## config.mk

```make
export PLATFORM = sky130hd
export DESIGN_NAME = usb_list_arbiter
export DESIGN_NICKNAME = d
export VERILOG_FILES = /design/src/rtl/usb_arb_pkg.sv /design/src/rtl/usb_arb_ratio_ctr.sv /design/src/rtl/usb_arb_frame_gate.sv /design/src/rtl/usb_arb_pick.sv /design/src/rtl/usb_list_arbiter.sv
export SDC_FILE = /design/constraint.sdc
export NUM_CORES = 1
export LEC_CHECK = 0
export ABC_AREA = 1
export BUFFER_PORTS_ARGS = -buffer_cell sky130_fd_sc_hd__buf_2
export CORE_AREA = 2 2 39 41
export CTS_CLUSTER_DIAMETER = 150
export CTS_CLUSTER_SIZE = 30
export DETAILED_ROUTE_END_ITERATION = 7
export DIE_AREA = 0 0 41 43
export SKIP_LAST_GASP = 1
export SLEW_MARGIN = 5
export SYNTH_ARGS = -nofsm -noshare
export SYNTH_HDL_FRONTEND = slang
export SYNTH_SLANG_ARGS = --single-unit
```

## constraint.sdc

```tcl
create_clock -name clk -period 1.7 [get_ports clk]
set_input_delay 0.34 -clock clk [delete_from_list [all_inputs] [get_ports clk]]
set_output_delay 0.34 -clock clk [all_outputs]
set_load 0.005 [all_outputs]
```

## src/rtl/usb_arb_pkg.sv

```systemverilog
package usb_arb_pkg;
    typedef enum logic [1:0] {
        LIST_IDLE     = 2'd0,
        LIST_CTRL     = 2'd1,
        LIST_BULK     = 2'd2,
        LIST_PERIODIC = 2'd3
    } list_e;
endpackage

```

## src/rtl/usb_arb_ratio_ctr.sv

```systemverilog
module usb_arb_ratio_ctr #(
    parameter int RATIO_W = 2,
    localparam int CNT_W  = RATIO_W + 1
) (
    input  logic               clk,
    input  logic               rst_n,
    input  logic [RATIO_W-1:0] ratio_i,
    input  logic               done_i,
    input  logic [1:0]         kind_i,
    input  logic               nonempty_i,
    output logic               prefer_bulk_o,
    output logic [CNT_W-1:0]   cnt_o
);
    import usb_arb_pkg::*;

    typedef struct packed {
        logic [CNT_W-1:0] cnt;
    } ctr_t;

    ctr_t s_d, s_q;
    logic [CNT_W-1:0] limit;
    logic             bulk_turn;

    assign limit     = {1'b0, ratio_i};
    assign bulk_turn = s_q.cnt > limit;

    always_comb begin
        s_d = s_q;
        if (done_i) begin
            if (kind_i == LIST_CTRL && nonempty_i && !bulk_turn) begin
                s_d.cnt = s_q.cnt + 1'b1;
            end else if (kind_i == LIST_BULK && bulk_turn) begin
                s_d.cnt = '0;
            end
        end
    end

    always_ff @(posedge clk) begin
        if (!rst_n) begin
            s_q <= '0;
        end else begin
            s_q <= s_d;
        end
    end

    assign prefer_bulk_o = bulk_turn;
    assign cnt_o         = s_q.cnt;
endmodule

```

## src/rtl/usb_arb_frame_gate.sv

```systemverilog
module usb_arb_frame_gate (
    input  logic clk,
    input  logic rst_n,
    input  logic sof_i,
    input  logic en_i,
    output logic active_o
);
    typedef struct packed {
        logic active;
    } gate_t;

    gate_t s_d, s_q;

    always_comb begin
        s_d = s_q;
        if (sof_i) begin
            s_d.active = en_i;
        end
    end

    always_ff @(posedge clk) begin
        if (!rst_n) begin
            s_q <= '0;
        end else begin
            s_q <= s_d;
        end
    end

    assign active_o = s_q.active;
endmodule

```

## src/rtl/usb_arb_pick.sv

```systemverilog
module usb_arb_pick (
    input  logic       periodic_on_i,
    input  logic       periodic_work_i,
    input  logic       prefer_bulk_i,
    input  logic       ctrl_work_i,
    input  logic       bulk_work_i,
    output logic [1:0] serve_o
);
    import usb_arb_pkg::*;

    list_e first, second, pick;
    logic  first_work, second_work;

    always_comb begin
        first       = prefer_bulk_i ? LIST_BULK : LIST_CTRL;
        second      = prefer_bulk_i ? LIST_CTRL : LIST_BULK;
        first_work  = prefer_bulk_i ? bulk_work_i : ctrl_work_i;
        second_work = prefer_bulk_i ? ctrl_work_i : bulk_work_i;
        if (periodic_on_i && periodic_work_i) begin
            pick = LIST_PERIODIC;
        end else if (first_work) begin
            pick = first;
        end else if (second_work) begin
            pick = second;
        end else begin
            pick = LIST_IDLE;
        end
    end

    assign serve_o = pick;
endmodule

```

## src/rtl/usb_list_arbiter.sv

```systemverilog
module usb_list_arbiter #(
    parameter int RATIO_W = 2
) (
    input  logic               clk,
    input  logic               rst_n,
    input  logic               sof_i,
    input  logic               periodic_en_i,
    input  logic [RATIO_W-1:0] ratio_i,
    input  logic               ed_done_i,
    input  logic [1:0]         ed_kind_i,
    input  logic               ed_nonempty_i,
    input  logic               ctrl_work_i,
    input  logic               bulk_work_i,
    input  logic               periodic_work_i,
    output logic [1:0]         serve_o
);
    localparam int CNT_W = RATIO_W + 1;

    logic             prefer_bulk_w;
    logic             periodic_on_w;
    logic [CNT_W-1:0] cnt_w;

    usb_arb_ratio_ctr #(.RATIO_W(RATIO_W)) ratio_i_u (
        .clk           (clk),
        .rst_n         (rst_n),
        .ratio_i       (ratio_i),
        .done_i        (ed_done_i),
        .kind_i        (ed_kind_i),
        .nonempty_i    (ed_nonempty_i),
        .prefer_bulk_o (prefer_bulk_w),
        .cnt_o         (cnt_w)
    );

    usb_arb_frame_gate gate_u (
        .clk      (clk),
        .rst_n    (rst_n),
        .sof_i    (sof_i),
        .en_i     (periodic_en_i),
        .active_o (periodic_on_w)
    );

    usb_arb_pick pick_u (
        .periodic_on_i   (periodic_on_w),
        .periodic_work_i (periodic_work_i),
        .prefer_bulk_i   (prefer_bulk_w),
        .ctrl_work_i     (ctrl_work_i),
        .bulk_work_i     (bulk_work_i),
        .serve_o         (serve_o)
    );
endmodule

```

== Yosys cells after proc, flatten, opt, wreduce, memory -nomap -nowiden ==
Cells that the tools add are included.

* Logic and storage cells: 22
* Output and inout port bits: 2
* Bits of input ports: 13
* Register bits: 4

* Order comparisons: 1
* Equal/unequal tests: 2
* Reductions and logical operators: 7
* Multiplexer cells: 9
* Add/sub/neg operators: 1

{| class="wikitable"
|+ Operator list
! operator !! count
|-
| $mux W2 || 5
|-
| $mux W3 || 2
|-
| $logic_and A1 B1 Y1 || 4
|-
| $add A3 B1 Y3 const B || 1
|-
| $gt A3 B2 Y1 || 1
|-
| $eq A2 B1 Y1 const B || 1
|-
| $eq A2 B2 Y1 const B || 1
|-
| $mux W1 || 2
|-
| $reduce_and A2 Y1 || 1
|-
| $reduce_bool A2 Y1 || 1
|-
| $logic_not A1 Y1 || 1
|}

== Logic depth before layout (Yosys ltp) ==
* Depth after elaboration: 5
* Depth in mapped cells: 10
* Depth with buffers taken out: 10

== Hierarchy ==
A second synthesis with hierarchy kept.

* Cells, all modules: 56
* Area, all modules: 347.8 µm²

{| class="wikitable"
|+ Modules (own cells, without submodules)
! module !! cells an instance !! sequential area each (µm²) !! instances !! area an instance (µm²)
|-
| usb_arb_ratio_ctr || 42 || 60.1 || 1 || 275.3
|-
| usb_arb_frame_gate || 6 || 20.0 || 1 || 41.3
|-
| usb_arb_pick || 8 || 0.0 || 1 || 31.3
|}

== Worst setup path before layout ==
OpenSTA, ideal clock, no wires.

* Kind: input -> output
* Start point: input ratio_i[1]
* End point: output serve_o[1]
* Data required time: 1.360 ns
* Stages on the path: 8
* Arrival time: 1.092 ns
* Path buffers: 0
* Slack: 0.268 ns
* Path through: inv_1 ha_1 nand3_1 nand2_2 nand2_1 nand2_1 nand2_1 o21ai_0

* Cells in the longest elaborated chain, start to end: 5
* Elaborated cells between the ends (all ways): 8
* Those cells by class: 1 x order compare; 7 x mux

{| class="wikitable"
|+ RTL lines
! element !! line !! RTL
|-
| start: declaration || usb_list_arbiter.sv:8 || <nowiki>input logic [RATIO_W-1:0] ratio_i,</nowiki>
|-
| $gt A3 B2 Y1 * || usb_arb_ratio_ctr.sv:25 || <nowiki>assign bulk_turn = s_q.cnt > limit;</nowiki>
|-
| $mux W2 / $mux W1 (equally long branches) || usb_arb_pick.sv:16, usb_arb_pick.sv:18 ||
|-
| $mux W2 || usb_arb_pick.sv:23 || <nowiki>end else if (second_work) begin</nowiki>
|-
| $mux W2 * || usb_arb_pick.sv:21 || <nowiki>end else if (first_work) begin</nowiki>
|-
| $mux W2 * || usb_arb_pick.sv:19 || <nowiki>if (periodic_on_i && periodic_work_i) begin</nowiki>
|-
| end: declaration || usb_list_arbiter.sv:15 || <nowiki>output logic [1:0] serve_o</nowiki>
|}

Mark *: on every way between the ends. The rest lies on a longest branch, timed or not.

== Worst setup path in the final report ==
* Start point: register ratio_i_u.s_q (netlist bit ratio_i_u.cnt_o[1])
* End point: output serve_o[0]

* Cells in the longest elaborated chain, start to end: 5
* Elaborated cells between the ends (all ways): 8
* Those cells by class: 1 x order compare; 7 x mux

{| class="wikitable"
|+ RTL lines
! element !! line !! RTL
|-
| start: declaration || usb_arb_ratio_ctr.sv:20 || <nowiki>ctr_t s_d, s_q;</nowiki>
|-
| start signal: assignment || usb_arb_ratio_ctr.sv:40 || <nowiki>s_q <= '0;</nowiki>
|-
| start signal: assignment || usb_arb_ratio_ctr.sv:42 || <nowiki>s_q <= s_d;</nowiki>
|-
| $gt A3 B2 Y1 * || usb_arb_ratio_ctr.sv:25 ||
|-
| $mux W2 / $mux W1 (equally long branches) || usb_arb_pick.sv:16, usb_arb_pick.sv:18 ||
|-
| $mux W2 || usb_arb_pick.sv:23 ||
|-
| $mux W2 * || usb_arb_pick.sv:21 ||
|-
| $mux W2 * || usb_arb_pick.sv:19 ||
|}

Marks and branches as above.

==> results.cfg <==
[status]
status = finished, violations left
violations = negative setup slack

[global_route]
grt_usage_pct = 10.7
antenna_found_initial = 0
grt_pass1_vias = 388
grt_max_degree = 5
grt_pass1_wl_mm = 1.26
grt-ovfl-total = 0

[critical_path]
slowest_stage = dfxtp_4
path_delay_family = flip-flops
rr_endpoint = ratio_i_u.cnt_o[1]
crit_chain = ha_4 -> nand3_2 -> nand2_2 -> nand2_2 -> nand2_2 -> o221ai_1 -> buf_2
endpoint_kind = primary output
critPathKind = flip-flop to primary output
cp_common_cell = nand2_2
worstRegToRegCells = 11
worst-path-max-fanout = 4
required_ps = 1360
crit_buf_inv = 1
r2r-start = ratio_i_u.cnt_o[1]
crit_path_max_incr_delay_ps = 340
worstSetupStartpointType = flip-flop
critical_path_arrival_ps = 1370
r2r_slack_ps = 0

[floorplan]
core_um2 = 1380
initial_core_util_pct = 23.3
die_x_um = 41
num_rows = 14
die_h_um = 43
io_pins = 15
die-area_um2 = 1760

[cts]
hold_buffers = 0
numCtsBuffers = 3
cts_buffer_depth = 2
cts_root_buf = clkbuf_4
cts_tree = built
clk_latency_ps = 230
clkSlewWorstSetupHoldPaths_ps = 30
cts.sinks = 4
htree_levels = 1

[timing]
slew_headroom_pct = 89.9
tns_ps = -8.14
timing.final.crit_share_pct = 100
finalWorstPathRequiredPeriod_ps = 1710
drv_slew = 0
setup_violations = 1
fin_ws_ps = -8.14
grt_setup_unrepaired = true
hold_viol = 0
whs_ps = 342
tightestPinTransition_ps = 151
clock.fmax_mhz = 585
clock_skew_ps = 1.23

[routing]
drt_drc_violations_left = 0
dr.pass1.iters = 2
drt_iter0_markers = 1
wl_um = 843
postRouteAntennaNets = 0
vias = 395
routedWlPerCell_um = 9.16
routed_via_density = 4.29

[pwr]
total_leakage_power_nw = 0.289
ir_worst_vdd_v = 0.000280
design_power_total_w = 0.000291
power_density_nw_per_um2 = 532

[placed_design]
pre_cts_ws_ps = 31.9
gp_congestion = 0.793
io_buffers = 14
place_area_um2 = 413
dp_hpwl_um = 546

[logic_synthesis]
synth_cell_types = 13
syn_inst = 52
synth_area_leader_cell = dfxtp_1
synth_fp_nets = 68
netlist_area_um2 = 323
netlist_top_cells_area = dfxtp_1 25%, nand2_1 16%, inv_1 13%, ha_1 12%, a21oi_1 6.2%
avgSynthCellArea_um2 = 6.21
seq_area_frac_synth_pct = 24.8
synth-seq-cells = 4
yosysTopAreaCellShare_pct = 24.8
yosysWarnings = 0

[run]
maxCapViolations = 0

[worst_hold_path]
hold_class = input pin to flip-flop
min_delay_path_depth = 3
whs_endpoint = gate_u.active_o
min-delay-start = periodic_en_i

[layout]
final_cell_mix = 14 x buf_2, 12 x nand2_1, 9 x inv_1, 7 x buf_4
layout_commonest_cell = buf_2
finalNetCount = 94
final_area_um2 = 548
antennaDiodeCount = 0
num-fill-cells = 151
drive_above_1_share_pct = 55.3
areaGrowthSynthToFinish_pct = 69.8
-- flip-flops by register name, indices dropped and copies added (netlist names) --
signal,count
gate_u.active_o,1
ratio_i_u.cnt_o,3
-- report_power, final --
group,internal (W),switching [W],total [W]
Combinational,0.0000439,0.0000383,0.0000822
Clock,0.0000786,0.0000342,0.000113
Sequential,0.0000953,0.00000118,0.0000964
Total,0.000218,0.0000737,0.000291
-- final cells by class --
type | count | area (um2) | area share [%]
Tap cell | 16 | 20.0 | 3.65
Clock buffer | 3 | 22.5 | 4.11
Inverter | 12 | 45.0 | 8.22
Timing Repair Buffer | 21 | 123 | 22.4
Sequential cell | 4 | 85.1 | 15.5
Multi-Input combinational cell | 36 | 253 | 46.1
-- worst max-delay path by stage --
stage	start	end	slack [ps]	cells after the start
3_5_place_dp	ratio_i[1]	serve_o[1]	30	10
3_3_place_gp	ratio_i[1]	serve_o[1]	40	10
6_report	ratio_i_u.cnt_o[1]	serve_o[0]	-8	7
5_1_grt	ratio_i_u.cnt_o[0]	ratio_i_u.cnt_o[1]	-70	13
4_1_cts	ratio_i_u.cnt_o[1]	serve_o[0]	5	7
2_1_floorplan	ratio_i[1]	serve_o[1]	270	8
-- metrics by stage --
step	util, %	instances
final	39.6	92
after detailed placement	29.8	82
after global placement	29.8	82
after global routing	39.6	92
after CTS	38.0	91
after floorplan	-	52
-- cell families after synthesis --
logic type               share of synthesized area, %
AO/OA/AOI/OAI                                    10.5
buffers and inverters                            14.0
flip-flops                                       24.8
adder cells (fa/ha/maj)                          11.6
AND/OR/NAND/NOR                                  39.1
-- routing by layer --
metal / up-vias / global-route usage, % / share of wire [%]
met5: - / 0 / 0
met4: 0 / 8.00 / 0
met3: 0 / 1.57 / 4.3
met2: 6 / 21.3 / 57
met1: 177 / 7.72 / 39
li1: 212 / - / -
-- worst reg2reg max path, cell delays in order, from the launching register on --
cell	delay (ps)
dfxtp_4	340
ha_4	240
nand3_2	70
nand2_2	60
buf_4	130
buf_4	120
buf_4	120
buf_4	120
buf_4	120
nand3_2	80
nand3_1	110
a21oi_2	130
-- synth_stat cells --
cell / n
a21oi_1: 4
dfxtp_1: 4
ha_1: 3
inv_1: 11
inv_2: 1
nand2_1: 14
nand2_2: 2
nand3_1: 4
nand3_2: 2
nor2_1: 4
nor2_2: 1
o21ai_0: 1
o221ai_1: 1
-- repair_timing --
action | 4_1_cts | 5_1_grt
setup buffers | 6 | 1
endpoints found under the setup margin | 2 | 5
pin swaps | 4 | 3
resized for setup | 10 | 5
(Power assumes the default switching activity.)
